File: src/rtl/irq_hub_pkg.sv
package irq_hub_pkg;

    localparam int unsigned WORD_SEL_W = 3;

    typedef enum logic [WORD_SEL_W-1:0] {
        RW_STAT    = 3'd0,
        RW_EN      = 3'd1,
        RW_CRIT    = 3'd2,
        RW_POL     = 3'd3,
        RW_TRG     = 3'd4,
        RO_MASKED  = 3'd5,
        RO_VEC     = 3'd6
    } reg_word_e;

endpackage

File: src/rtl/irq_hub_sync.sv
module irq_hub_sync #(
    parameter int W      = 32,
    parameter int STAGES = 2
) (
    input  logic         clk,
    input  logic         rst_n,
    input  logic [W-1:0] d,
    output logic [W-1:0] q
);

    logic [STAGES-1:0][W-1:0] pipe;

    always_ff @(posedge clk or negedge rst_n) begin
        if (!rst_n) begin
            pipe <= '0;
        end else begin
            pipe[0] <= d;
            for (int s = 1; s < STAGES; s++) begin
                pipe[s] <= pipe[s-1];
            end
        end
    end

    assign q = pipe[STAGES-1];

endmodule

File: src/rtl/irq_hub_detect.sv
module irq_hub_detect #(
    parameter int W = 32
) (
    input  logic         clk,
    input  logic         rst_n,
    input  logic [W-1:0] lvl,
    input  logic [W-1:0] pol,
    input  logic [W-1:0] trg,
    output logic [W-1:0] set_req
);

    logic [W-1:0] prev_q;
    logic [W-1:0] rise;
    logic [W-1:0] fall;

    // Edges come from the raw synchronized level, so a polarity change alone
    // never looks like a transition.
    always_ff @(posedge clk or negedge rst_n) begin
        if (!rst_n) prev_q <= '0;
        else        prev_q <= lvl;
    end

    assign rise = lvl & ~prev_q;
    assign fall = ~lvl & prev_q;

    generate
        for (genvar i = 0; i < W; i++) begin : g_bit
            assign set_req[i] = trg[i] ? (pol[i] ? rise[i] : fall[i])
                                       : (pol[i] ? lvl[i]  : ~lvl[i]);
        end
    endgenerate

endmodule

File: src/rtl/irq_hub_prio.sv
module irq_hub_prio #(
    parameter int W  = 32,
    parameter int VW = 6
) (
    input  logic [W-1:0]  pend,
    output logic [VW-1:0] vec
);

    // The most significant bit is source 0, so a later (higher) hit overrides.
    always_comb begin
        vec = '1;
        for (int i = 0; i < W; i++) begin
            if (pend[i]) vec = VW'(W - 1 - i);
        end
    end

endmodule

File: src/rtl/irq_hub.sv
module irq_hub
    import irq_hub_pkg::*;
#(
    parameter int              NSRC        = 32,
    parameter int              SYNC_STAGES = 2,
    parameter logic [NSRC-1:0] RSVD_MASK   = 32'h0000_7000
) (
    input  logic                  clk,
    input  logic                  rst_n,
    input  logic [NSRC-1:0]       src_in,
    input  logic                  bus_we,
    input  logic [WORD_SEL_W-1:0] bus_word,
    input  logic [NSRC-1:0]       bus_wdata,
    output logic [NSRC-1:0]       bus_rdata,
    output logic                  irq_norm,
    output logic                  irq_crit
);

    localparam int              VEC_W = $clog2(NSRC) + 1;
    localparam logic [NSRC-1:0] LIVE  = ~RSVD_MASK;

    logic [NSRC-1:0] src_ord;
    logic [NSRC-1:0] lvl;
    logic [NSRC-1:0] set_req;
    logic [NSRC-1:0] stat_q, en_q, crit_q, pol_q, trg_q;
    logic [NSRC-1:0] mstat;
    logic [NSRC-1:0] clr_bits;
    logic [VEC_W-1:0] vec;
    reg_word_e       sel;
    logic            wr_stat, wr_en, wr_crit, wr_pol, wr_trg;

    // Source n lands on register bit NSRC-1-n.
    generate
        for (genvar n = 0; n < NSRC; n++) begin : g_order
            assign src_ord[NSRC-1-n] = src_in[n];
        end
    endgenerate

    irq_hub_sync #(.W(NSRC), .STAGES(SYNC_STAGES)) u_sync (
        .clk   (clk),
        .rst_n (rst_n),
        .d     (src_ord),
        .q     (lvl)
    );

    irq_hub_detect #(.W(NSRC)) u_det (
        .clk     (clk),
        .rst_n   (rst_n),
        .lvl     (lvl),
        .pol     (pol_q),
        .trg     (trg_q),
        .set_req (set_req)
    );

    assign sel     = reg_word_e'(bus_word);
    assign wr_stat = bus_we && (sel == RW_STAT);
    assign wr_en   = bus_we && (sel == RW_EN);
    assign wr_crit = bus_we && (sel == RW_CRIT);
    assign wr_pol  = bus_we && (sel == RW_POL);
    assign wr_trg  = bus_we && (sel == RW_TRG);

    assign clr_bits = wr_stat ? bus_wdata : '0;

    // Status: write-one clear, a concurrent set request wins.
    always_ff @(posedge clk or negedge rst_n) begin
        if (!rst_n) begin
            stat_q <= '0;
        end else begin
            stat_q <= ((stat_q & ~clr_bits) | set_req) & LIVE;
        end
    end

    always_ff @(posedge clk or negedge rst_n) begin
        if (!rst_n) begin
            en_q   <= '0;
            crit_q <= LIVE;
            pol_q  <= '0;
            trg_q  <= '0;
        end else begin
            if (wr_en)   en_q   <= bus_wdata & LIVE;
            if (wr_crit) crit_q <= bus_wdata & LIVE;
            if (wr_pol)  pol_q  <= bus_wdata & LIVE;
            if (wr_trg)  trg_q  <= bus_wdata & LIVE;
        end
    end

    assign mstat = stat_q & en_q;

    irq_hub_prio #(.W(NSRC), .VW(VEC_W)) u_prio (
        .pend (mstat),
        .vec  (vec)
    );

    assign irq_norm = |(mstat & crit_q);
    assign irq_crit = |(mstat & ~crit_q);

    always_comb begin
        unique case (sel)
            RW_STAT:   bus_rdata = stat_q;
            RW_EN:     bus_rdata = en_q;
            RW_CRIT:   bus_rdata = crit_q;
            RW_POL:    bus_rdata = pol_q;
            RW_TRG:    bus_rdata = trg_q;
            RO_MASKED: bus_rdata = mstat;
            RO_VEC:    bus_rdata = NSRC'(vec);
            default:   bus_rdata = '0;
        endcase
    end

endmodule

File: config.mk
export PLATFORM = sky130hd
export DESIGN_NAME = irq_hub
export DESIGN_NICKNAME = d
export VERILOG_FILES = /design/src/rtl/irq_hub_pkg.sv /design/src/rtl/irq_hub_sync.sv /design/src/rtl/irq_hub_detect.sv /design/src/rtl/irq_hub_prio.sv /design/src/rtl/irq_hub.sv
export SDC_FILE = /design/constraint.sdc
export NUM_CORES = 1
export LEC_CHECK = 0
export BUFFER_PORTS_ARGS = -buffer_cell sky130_fd_sc_hd__buf_2
export CORE_ASPECT_RATIO = 2
export CORE_UTILIZATION = 39
export DETAILED_ROUTE_END_ITERATION = 7
export SYNTH_ARGS = -nofsm -noshare
export SYNTH_HDL_FRONTEND = slang
export SYNTH_SLANG_ARGS = --single-unit
File: constraint.sdc
create_clock -name clk -period 5.36 [get_ports clk]
set_clock_uncertainty 0.15 [all_clocks]
set_input_delay 1.608 -clock clk [delete_from_list [all_inputs] [get_ports clk]]
set_output_delay 1.608 -clock clk [all_outputs]
set_load 0.02 [all_outputs]
# Word level (Yosys, flattened, before mapping)
# Index checks and enable logic that the tools add are counted.
# totals
ff_bits,241
in_bits,70
# classes
eq_ne,6
mux,121
n_bitwise,43
reduce_logical,8
# op_table
operator,n
one-hot mux 32 bit (7 select lines),1
AND 32 bit,6
2-to-1 mux 6 bit,32
inverter 32 bit,4
2-to-1 mux 1 bit,87
OR reduction 32 bit,2
2-to-1 mux 32 bit,1
inverter 1 bit,32
OR 32 bit,1
"== test 3 bit, second input constant",3
"== test 3 x 2 -> 1 bit, second input constant",2
logical AND 1 bit,5
"== test 3 x 1 -> 1 bit, second input constant",1
zero test 3 bit,1

# Depth between registers and ports, before layout
# Gate-level depths: netlist (run 1).
# depth
depth_word,34
ltp_mapped,8
depth_no_buf,5

# Hierarchy
# A second synthesis (run 1) with hierarchy kept.
# unflattened
hier_cells,993
hier_area_um2,11267.1
# modules_own_cells
module,instances,cells_each,area_each_um2,seq_area_each_um2
irq_hub,1,673,7413.4,3664.8
irq_hub_sync,1,96,1841.8,1601.5
irq_hub_detect,1,160,1641.6,800.8
irq_hub_prio,1,64,370.4,0.0

# Worst setup path after synthesis (run 1)
# OpenSTA, ideal clock, no wires.
# synth_timing
path_kind,in2out
from,input bus_word[0]
to,output bus_rdata[5]
t_arrival_ns,3.032
required_ns,3.602
path_slack_ns,0.570
path_stages,7
cell_sequence,buf_2 -> and2b_4 -> buf_6 -> nand4_4 -> nor3_4 -> nand3_2 -> o41ai_2
# synth_between
elab_chain_cells,2
elab_cells_between_ends,8
cone_classes,eq/ne: 6; mux: 1; reduce/logical: 1
# synth_lines
item,line,source
"start, declared",irq_hub.sv:12,"input logic [WORD_SEL_W-1:0] bus_word,"
"== test 3 bit, or another cell as far along",irq_hub.sv:98,unique case (sel)
one-hot mux 32 bit (7 select lines) (*),irq_hub.sv:98,
"end, declared",irq_hub.sv:14,"output logic [NSRC-1:0] bus_rdata,"
# Mark *: on every way between the ends. The rest lies on a longest branch, timed or not.

# Worst setup path after layout (run 1)
# layout_timing
from,input bus_word[2]
to,output bus_rdata[5]
# The elaborated chain is that of the path after synthesis.

==> run summary, run 1 <==
Total GRT Usage: 21.1%
die span in y: 234 um
sequential area share after synthesis: 55.5%
CP Data Required Time: 3.60 ns
1st-pass router iterations: 4
Worst setup SP type: input pin
# diodes: 0
TritonCTS clock tree: done
worst hold slack across all endpoints: 0.191 ns
most common flop cell mapped by yosys: sky130_fd_sc_hd__dfrtp_1
H-Tree Level Count: 1
clock sink total: 232
number of different library cells in the post-synthesis netlist: 56
final period utilization: 92.6%
Placeable Area: 26,400 um^2
drt wl/cell: 21.7 um
via count of the first global-routing pass: 7,540
critical path arrival: 3.21 ns
number of antenna violations at the first check in global routing: 0
clock root buffer: sky130_fd_sc_hd__clkbuf_16
source-to-sink clock delay at the later pin of the worst-skew pair: 0.52 ns
Port-buffer cells: 94
length in cells of the worst reg-to-reg path: 3
Final nets: 1,020
cell area after placement: 11,400 um^2
wire length of the first global-routing pass: 44.3 mm
Total Power Consumption: 4.94 mW
Met3 Wirelength: 858 um
Min-Delay Path Class: reg -> reg
Top Layer Used: met4
worst vdd rail ir drop: 235 uV
Filler cells: 2,430
worst hold endpoint: u_sync.q[1]
Warnings, synthesis: 0
maximum net fanout on the critical path: 10
critical path capture point type: primary output
top cells by area, synth: sky130_fd_sc_hd__dfrtp_1 48%, sky130_fd_sc_hd__mux2_2 13%, sky130_fd_sc_hd__dfstp_2 7.2%, sky130_fd_sc_hd__nand2_1 3.0%, sky130_fd_sc_hd__mux4_2 2.6%
area of the multi-input gates: 4430 um^2
CTS Hold Buffers Added: 0
launch instance of the worst register-to-register path: pol_q[4]
TritonCTS Buffers: 23
outcome: finished clean
length of routed wiring on met1: 10.7 mm
Setup Fix Bufs, Post-CTS: 0
area of all placed cells without fillers: 12,200 um^2
worst r2r dst: stat_q[4]
Max Clk Rate: 0.201 GHz
DR WL met2: 15.7 mm
top-count cell post-synth: sky130_fd_sc_hd__dfrtp_1
Worst-Margin Slew: 0.673 ns
Post-route DRC: 0
leading post-synthesis cells by instance count: 203 x sky130_fd_sc_hd__dfrtp_1, 123 x sky130_fd_sc_hd__mux2_2, 84 x sky130_fd_sc_hd__nand2_1
global route total overflow: 0
critical path class: in -> out
Hold Fails Final Rpt: 0
routed via count: 7,269
Iteration-0 DRC Markers: 523
hold path depth: 0
sum of negative setup slack: 0 ns
Post-synth EDFFs: 0
total instance count after detailed placement: 1,269
final routed wirelength across all metal layers: 28.4 mm
pin count of the biggest net entering global routing: 122
io pins: 104
Final HPWL DP: 20.5 mm
leakage power: 5.09 nW
clock period minus final worst setup slack: 4.97 ns
startpoint of the worst hold path: u_sync.pipe[1]
Die Footprint: 27,700 um^2
Worst slew margin: 55.1%
cells after synthesis: 846
total power divided by cell area: 405 nW/um^2
fraction of final layout cells sized beyond drive strength 1: 33.9%
routability-driven placement congestion ratio: 0.943
post-synth design cell area: 10,500 um^2
Placement Rows: 84
number of standard cells in the final layout excluding fillers: 1,310
Avg Cell Area, Syn: 12.4 um^2
area occupied by registers: 5840 um^2
Initial Utilization: 39.9%
async set-reset flop share out of synthesis: 100%
post-CTS sizing: 0
setup repair after global routing missed its margin: false
Detail Route Antenna Nets: 0
top cell type by total area after synthesis: sky130_fd_sc_hd__dfrtp_1
Setup violations, final: 0
max-capacitance violation count: 0
synthesis-stage register bit count: 232
area share of the largest cell type after synthesis: 48.3%
slack of the worst reg-to-reg path: 4.21 ns
die extent in x: 118 um
total count of max-transition violations in the final report: 0
buffer depth of the longest clock path: 3
clock transition at the registers of the reported paths: 0.07 ns
per-cell via count in the routed design: 5.55
area overhead of the layout relative to synthesis: 15.7%
## cell type report
class                   count  area share [%]
clock buffers              31            5.14
clock inverters            10           0.894
inverters                   9           0.277
multi-input cells         567            36.4
flip-flops and latches    232            48.0
well taps                 344            3.53
repair buffers            117            5.80
## worst max-delay path: stages
cell and delay (ns):
sky130_fd_sc_hd__buf_2 0.26, sky130_fd_sc_hd__and2b_4 0.24, sky130_fd_sc_hd__nand4_4 0.11, sky130_fd_sc_hd__nor3_4 0.21, sky130_fd_sc_hd__nand3_2 0.12, sky130_fd_sc_hd__o41ai_2 0.40, sky130_fd_sc_hd__buf_2 0.24
## how the worst max path moves through the flow
stage	start	end	slack (ns)	cells after the start
after detailed placement	bus_word[2]	bus_rdata[5]	0.44	7
after global placement	bus_word[2]	bus_rdata[5]	0.43	7
final	bus_word[2]	bus_rdata[5]	0.39	7
after global routing	bus_word[2]	bus_rdata[5]	0.33	7
after floorplan	bus_word[0]	bus_rdata[5]	0.57	7
after CTS	bus_word[2]	bus_rdata[5]	0.43	7
## registers in the layout, indices dropped and copies added, names as in the netlist
register	flops
en_q	29
u_sync.pipe	29
stat_q	29
crit_q	29
pol_q	29
u_sync.q	29
trg_q	29
u_det.prev_q	29
## power by group
group | leakage, nW | switching, mW | total, mW | internal [mW]
clock | 0.363 | 0.685 | 1.60 | 0.920
sequential | 2.63 | 0.295 | 2.33 | 2.03
combinational | 2.10 | 0.517 | 1.00 | 0.486
total | 5.09 | 1.50 | 4.94 | 3.44
## cells in the final DEF, fill, tap and decap left out, types with 7 or more instances in the layout
master and count:
sky130_fd_sc_hd__a21o_1 30, sky130_fd_sc_hd__a21oi_1 44, sky130_fd_sc_hd__a31oi_1 9, sky130_fd_sc_hd__a32oi_1 15, sky130_fd_sc_hd__buf_2 92, sky130_fd_sc_hd__buf_4 20
sky130_fd_sc_hd__clkbuf_16 23, sky130_fd_sc_hd__dfrtp_1 203, sky130_fd_sc_hd__dfstp_2 29, sky130_fd_sc_hd__inv_1 7, sky130_fd_sc_hd__mux2_2 123, sky130_fd_sc_hd__mux2i_1 20
sky130_fd_sc_hd__mux4_2 12, sky130_fd_sc_hd__nand2_1 84, sky130_fd_sc_hd__nand3_1 31, sky130_fd_sc_hd__nand4_1 7, sky130_fd_sc_hd__nor2_1 13, sky130_fd_sc_hd__o21ai_0 22
sky130_fd_sc_hd__o22ai_1 18, sky130_fd_sc_hd__xnor2_1 29, sky130_fd_sc_hd__xor2_1 29
## cells by family after synthesis
| group | count (synthesis) | share of synthesized area (%) |
|---|---|---|
| mux | 155 | 17.6 |
| flops | 232 | 55.5 |
| other cells | 1 | 0.0356 |
| xor+xnor | 58 | 4.83 |
| compound gates | 179 | 11.5 |
| buf+inv | 49 | 2.60 |
| simple gates | 172 | 7.92 |
## stage by stage
stage          utilization (%)  setup WS, ns
2_1_floorplan                -         0.570
3_3_place_gp              43.4         0.432
3_5_place_dp              43.4         0.443
4_1_cts                   46.2         0.432
5_1_grt                   46.2         0.328
6_report                  46.2         0.395
## layer usage
metal,global-route usage [%],vias up
met4,9.70,0
met1,23.3,3731
met5,0,-
met2,40.1,172
met3,2.33,62
li1,-,3304
No activity file was read; power rests on OpenSTA's default activity.
==> inputs of run 2 (changes only) <==
CORE_UTILIZATION = 50   (was 39)
PLACE_DENSITY = 0.69   (was unset)
==> run summary, run 2 (synthesis results as in run 1) <==
io pins: 104
setup slack after placement: 0.445 ns
Filler cells: 1,748
area occupied by registers: 5840 um^2
die span in y: 207 um
outcome: finished clean
Worst setup SP type: input pin
TritonCTS Buffers: 21
source-to-sink clock delay at the later pin of the worst-skew pair: 0.51 ns
1st-pass router iterations: 5
maximum net fanout on the critical path: 18
critical path class: in -> out
Die Footprint: 21,700 um^2
max-capacitance violation count: 0
worst hold slack across all endpoints: 0.197 ns
leakage power: 5.09 nW
Final nets: 1,016
Slowest-stage cell, CP: sky130_fd_sc_hd__o41ai_2
Total GRT Usage: 25.4%
total count of max-transition violations in the final report: 0
sum of negative setup slack: 0 ns
clock transition at the registers of the reported paths: 0.07 ns
area of the multi-input gates: 4430 um^2
clock sink total: 232
per-cell via count in the routed design: 6.00
Post-route DRC: 0
CP Data Required Time: 3.60 ns
Min-Delay Path Class: reg -> reg
global route total overflow: 0
number of antenna violations at the first check in global routing: 0
Worst-Margin Slew: 1.13 ns
Initial Utilization: 51.2%
hold path depth: 0
fraction of final layout cells sized beyond drive strength 1: 33.8%
Setup WS post-layout: 0.425 ns
Setup violations, final: 0
Port-buffer cells: 94
clock period minus final worst setup slack: 4.93 ns
clock root buffer: sky130_fd_sc_hd__clkbuf_16
Hold Fails Final Rpt: 0
via count of the first global-routing pass: 7,587
worst vdd rail ir drop: 404 uV
total power divided by cell area: 411 nW/um^2
Placement Rows: 74
area overhead of the layout relative to synthesis: 14.8%
most common library cell in the layout ignoring fill and taps: sky130_fd_sc_hd__dfrtp_1
Final HPWL DP: 18.8 mm
final routed wirelength across all metal layers: 26.5 mm
routed via count: 7,357
wire length of the first global-routing pass: 42.4 mm
setup repair after global routing missed its margin: false
Setup Fix Bufs, Post-CTS: 0
buffer depth of the longest clock path: 3
post-CTS sizing: 0
Crit path largest cell delay: 0.38 ns
CTS Hold Buffers Added: 0
TritonCTS clock tree: done
critical path arrival: 3.18 ns
H-Tree Level Count: 1
CP cell instances: buf_4 > and2b_4 > nand4_4 > nor3_4 > nand3_2 > o41ai_2 > buf_2
routability-driven placement congestion ratio: 0.973
critical path capture point type: primary output
Worst slew margin: 24.1%
pin count of the biggest net entering global routing: 98
Placeable Area: 20,600 um^2
die extent in x: 105 um
final standard cell utilization of the core: 58.8%
Max Clk Rate: 0.203 GHz
# diodes: 0
length in cells of the worst reg-to-reg path: 3
final period utilization: 92.1%
Detail Route Antenna Nets: 0
drt wl/cell: 21.6 um
highest-count cells in the layout ignoring fill and taps: 203 x sky130_fd_sc_hd__dfrtp_1, 123 x sky130_fd_sc_hd__mux2_2, 92 x sky130_fd_sc_hd__buf_2
Iteration-0 DRC Markers: 333
run 2: cell count changes in the layout (fill, tap and decap cells not counted):
cell and change:
sky130_fd_sc_hd__clkinv_4 +1, sky130_fd_sc_hd__clkbuf_16 -2, sky130_fd_sc_hd__inv_8 -1, sky130_fd_sc_hd__buf_4 -2
sky130_fd_sc_hd__clkinv_2 -2, sky130_fd_sc_hd__clkbuf_8 +1, sky130_fd_sc_hd__clkbuf_1 -3, sky130_fd_sc_hd__bufinv_16 +3
sky130_fd_sc_hd__clkinvlp_4 -1
run 2: area by class of cell:
cell class              count  area share (%)
well taps                 266            2.75
clock inverters            10            1.48
multi-input cells         567            36.7
flip-flops and latches    232            48.3
clock buffers              27            4.78
inverters                   9           0.280
repair buffers            115            5.71
run 2: where the power goes:
group,leakage (nW),switching (mW),internal [mW],total (mW)
clock network,0.374,0.647,1.00,1.65
logic,2.09,0.510,0.486,0.996
registers,2.63,0.291,2.03,2.32
run 2: path summary, 6_finish.rpt:
| path | startpoint | slack (ns) | endpoint |
|---|---|---|---|
| worst max register to register | pol_q[22] | 4.23 | stat_q[22] |
| worst min register to register | u_sync.pipe[3] | 0.20 | u_sync.q[3] |
| worst max-delay path | bus_word[0] | 0.43 | bus_rdata[5] |
| max in group asynchronous | rst_n | 3.03 | u_sync.q[19] |
| worst min-delay path | u_sync.pipe[3] | 0.20 | u_sync.q[3] |
| min in group asynchronous | rst_n | 0.96 | u_sync.pipe[2] |
run 2: layer usage:
layer	GRT usage, %	wire length [um]
met1	30.1	9880
met2	45.0	14200
met3	3.05	1170
met4	12.8	1210
met5	0	0
run 2: critical path: cells and delay by family:
kind | cells | cell delay [ns]
AO/OA/AOI/OAI | 1 | 0.38
buffers and inverters | 2 | 0.42
AND/OR/NAND/NOR | 4 | 0.75
run 2: per-stage QoR:
stage | total power, mW | instances | instance area (um^2)
2_1_floorplan | 2.97 | 848 | 10500
3_5_place_dp | 3.35 | 1189 | 11300
3_3_place_gp | 3.32 | 1189 | 11300
5_1_grt | 5.20 | 1226 | 12100
6_report | 4.97 | 1226 | 12100
4_1_cts | 5.01 | 1226 | 12100
==> inputs of run 3 (changes only) <==
ABC_AREA = 1   (was unset)
PLACE_DENSITY = 0.7   (was 0.69)
==> run summary, run 3 <==
Detail Route Antenna Nets: 0
Setup violations, final: 0
Final nets: 1,207
Placement Rows: 72
per-cell via count in the routed design: 5.72
Placeable Area: 19,300 um^2
outcome: finished clean
Simple-Gate Fraction of Synth Area: 17.1%
Crit path largest cell delay: 0.48 ns
Slowest-stage cell, CP: sky130_fd_sc_hd__nor2_1
most common library cell in the layout ignoring fill and taps: sky130_fd_sc_hd__nand2_1
via count of the first global-routing pass: 8,184
critical path class: in -> out
Sw Pwr: 1.33 mW
routed via count: 8,066
main combinational cell family by area after synthesis: compound AO/OA/AOI/OAI gates
number of buffer and inverter stages on the critical path: 6
mux contribution to synthesized area: 0%
post-CTS sizing: 0
top-count cell post-synth: sky130_fd_sc_hd__nand2_1
relative contribution of sequential cells to total power: 48.8%
H-Tree Level Count: 1
top cells by area, synth: sky130_fd_sc_hd__dfrtp_1 52%, sky130_fd_sc_hd__nand2_1 10%, sky130_fd_sc_hd__dfstp_2 7.8%, sky130_fd_sc_hd__o21ai_0 5.7%, sky130_fd_sc_hd__inv_1 3.0%
Avg Cell Area, Syn: 9.38 um^2
routability-driven placement congestion ratio: 0.923
length in cells of the worst reg-to-reg path: 3
fraction of final layout cells sized beyond drive strength 1: 17.1%
Final HPWL DP: 17.6 mm
top cell type by total area after synthesis: sky130_fd_sc_hd__dfrtp_1
depth of the critical timing path with buffers and inverters included: 9
maximum net fanout on the critical path: 9
Setup Fix Bufs, Post-CTS: 0
CTS Hold Buffers Added: 0
slack of the worst reg-to-reg path: 4.27 ns
Worst slew margin: 22.5%
CP Data Required Time: 3.60 ns
final routed wirelength across all metal layers: 25.6 mm
Port-buffer cells: 94
number of different library cells in the post-synthesis netlist: 36
synthesis-stage register bit count: 232
pin count of the biggest net entering global routing: 94
switching part of the total: 29.4%
global route total overflow: 0
async set-reset flop share out of synthesis: 100%
die span in y: 200 um
Initial Utilization: 50.8%
critical path arrival: 3.51 ns
die extent in x: 101 um
area overhead of the layout relative to synthesis: 15.6%
Filler cells: 1,777
clock period minus final worst setup slack: 5.26 ns
Worst setup SP type: input pin
total power divided by cell area: 399 nW/um^2
Total GRT Usage: 26.4%
max-capacitance violation count: 0
adder-cell area share of the yosys netlist: 0%
combinational cell fraction of total power: 16.4%
cells after synthesis: 1,043
# diodes: 0
Min-Delay Path Class: reg -> reg
worst vdd rail ir drop: 253 uV
CP cell instances: buf_2 > inv_2 > nor2_1 > inv_2 > nor2_1 > inv_2 > buf_4 > o2111ai_1 > buf_2
Synth Area in XOR/XNOR: 0%
TritonCTS clock tree: done
critical path capture point type: primary output
area share of the largest cell type after synthesis: 51.9%
leakage power: 5.19 nW
hold path depth: 0
clock root buffer: sky130_fd_sc_hd__clkbuf_16
clock network power share: 34.8%
Die Footprint: 20,200 um^2
number of antenna violations at the first check in global routing: 0
sum of negative setup slack: 0 ns
cell family contributing the most delay on the critical path: buffers and inverters
TritonCTS Buffers: 21
1st-pass router iterations: 5
total count of max-transition violations in the final report: 0
Hold Fails Final Rpt: 0
Warnings, synthesis: 0
sequential area share after synthesis: 59.7%
final period utilization: 98.2%
io pins: 104
highest-count cells in the layout ignoring fill and taps: 270 x sky130_fd_sc_hd__nand2_1, 203 x sky130_fd_sc_hd__dfrtp_1, 111 x sky130_fd_sc_hd__o21ai_0
Post-route DRC: 0
wire length of the first global-routing pass: 40.9 mm
Iteration-0 DRC Markers: 460
most common flop cell mapped by yosys: sky130_fd_sc_hd__dfrtp_1
setup repair after global routing missed its margin: false
clock transition at the registers of the reported paths: 0.06 ns
Max Clk Rate: 0.190 GHz
Post-synth EDFFs: 0
leading post-synthesis cells by instance count: 272 x sky130_fd_sc_hd__nand2_1, 203 x sky130_fd_sc_hd__dfrtp_1, 111 x sky130_fd_sc_hd__o21ai_0
Worst path most repeated cell: sky130_fd_sc_hd__inv_2
buffer depth of the longest clock path: 3
Total Power Consumption: 4.52 mW
Worst-Margin Slew: 1.16 ns
clock sink total: 232
internal power component: 3.19 mW
drt wl/cell: 18.1 um
post-synth design cell area: 9790 um^2
complex-gate fraction of the synthesized area: 18.0%
source-to-sink clock delay at the later pin of the worst-skew pair: 0.51 ns
-- run 3: cell types whose count changed in the layout (fill, tap and decap cells not counted), moves of 18 or more --
| cell | before | now |
|---|---|---|
| sky130_fd_sc_hd__a21o_1 | 30 | 0 |
| sky130_fd_sc_hd__a21oi_1 | 44 | 9 |
| sky130_fd_sc_hd__inv_1 | 7 | 79 |
| sky130_fd_sc_hd__mux2_2 | 123 | 0 |
| sky130_fd_sc_hd__mux2i_1 | 20 | 0 |
| sky130_fd_sc_hd__nand2_1 | 84 | 270 |
| sky130_fd_sc_hd__nor2_1 | 13 | 53 |
| sky130_fd_sc_hd__o2111ai_1 | 2 | 20 |
| sky130_fd_sc_hd__o21ai_0 | 22 | 111 |
| sky130_fd_sc_hd__o21ai_1 | 0 | 44 |
| sky130_fd_sc_hd__o311ai_0 | 0 | 19 |
| sky130_fd_sc_hd__xnor2_1 | 29 | 0 |
| sky130_fd_sc_hd__xor2_1 | 29 | 0 |
-- run 3: area by class of cell --
cell class,count,area [um^2],share of cell area (%)
clock buffer,33,611,5.39
clock inverter,5,104,0.918
inverter,87,328,2.90
multi-input combinational,681,3450,30.5
sequential,232,5840,51.6
tap,259,324,2.86
timing repair buffer,114,656,5.79
-- run 3: cells by family after synthesis --
group                  count (synthesis)
other                                  1
AO/OA/AOI/OAI                        279
flip-flops                           232
buffers and inverters                132
AND/OR/NAND/NOR                      399
-- run 3: per-stage QoR --
stage | util, % | instance area, um^2 | hold slack (ns) | std cells | setup slack [ns]
2_1_floorplan | - | 9790 | 0.181 | 1045 | 0.711
3_3_place_gp | 55.0 | 10600 | 0.183 | 1373 | 0.170
3_5_place_dp | 55.0 | 10600 | 0.186 | 1373 | 0.127
4_1_cts | 58.7 | 11300 | 0.200 | 1411 | 0.120
5_1_grt | 58.7 | 11300 | 0.203 | 1411 | 0.0198
6_report | 58.7 | 11300 | 0.198 | 1411 | 0.0951
-- run 3: worst reg2reg max path, cell delays in order (launching register included) --
cell,delay [ns]
sky130_fd_sc_hd__dfrtp_1,0.40
sky130_fd_sc_hd__inv_1,0.08
sky130_fd_sc_hd__nor2_1,0.04
sky130_fd_sc_hd__o311ai_0,0.30
-- run 3: power by group through the flow --
stage               combinational (mW)  sequential (mW)  clock, mW
CTS                              0.746             2.20       1.60
finish                           0.741             2.21       1.57
detailed placement               0.741             2.23          0
global route                     0.839             2.23       1.67
floorplan                        0.502             2.17          0
global placement                 0.724             2.22          0
-- run 3: worst paths after layout --
check | start | end
max | bus_word[0] | bus_rdata[17]
min | u_sync.pipe[8] | u_sync.q[8]
max reg2reg | trg_q[4] | stat_q[4]
min in group asynchronous | rst_n | u_det.prev_q[11]
max in group asynchronous | rst_n | crit_q[2]
min reg2reg | u_sync.pipe[8] | u_sync.q[8]
-- run 3: routing by layer --
metal  vias to the layer above  routed length (um)  part of all wire [%]  track usage (%)
met2                       256               13500                    53             47.2
li1                       3767                   -                     -                -
met5                         -                   0                     0                0
met4                         0                1300                   5.1             14.9
met1                      3961                9470                    37             30.0
met3                        82                1320                   5.2             3.41
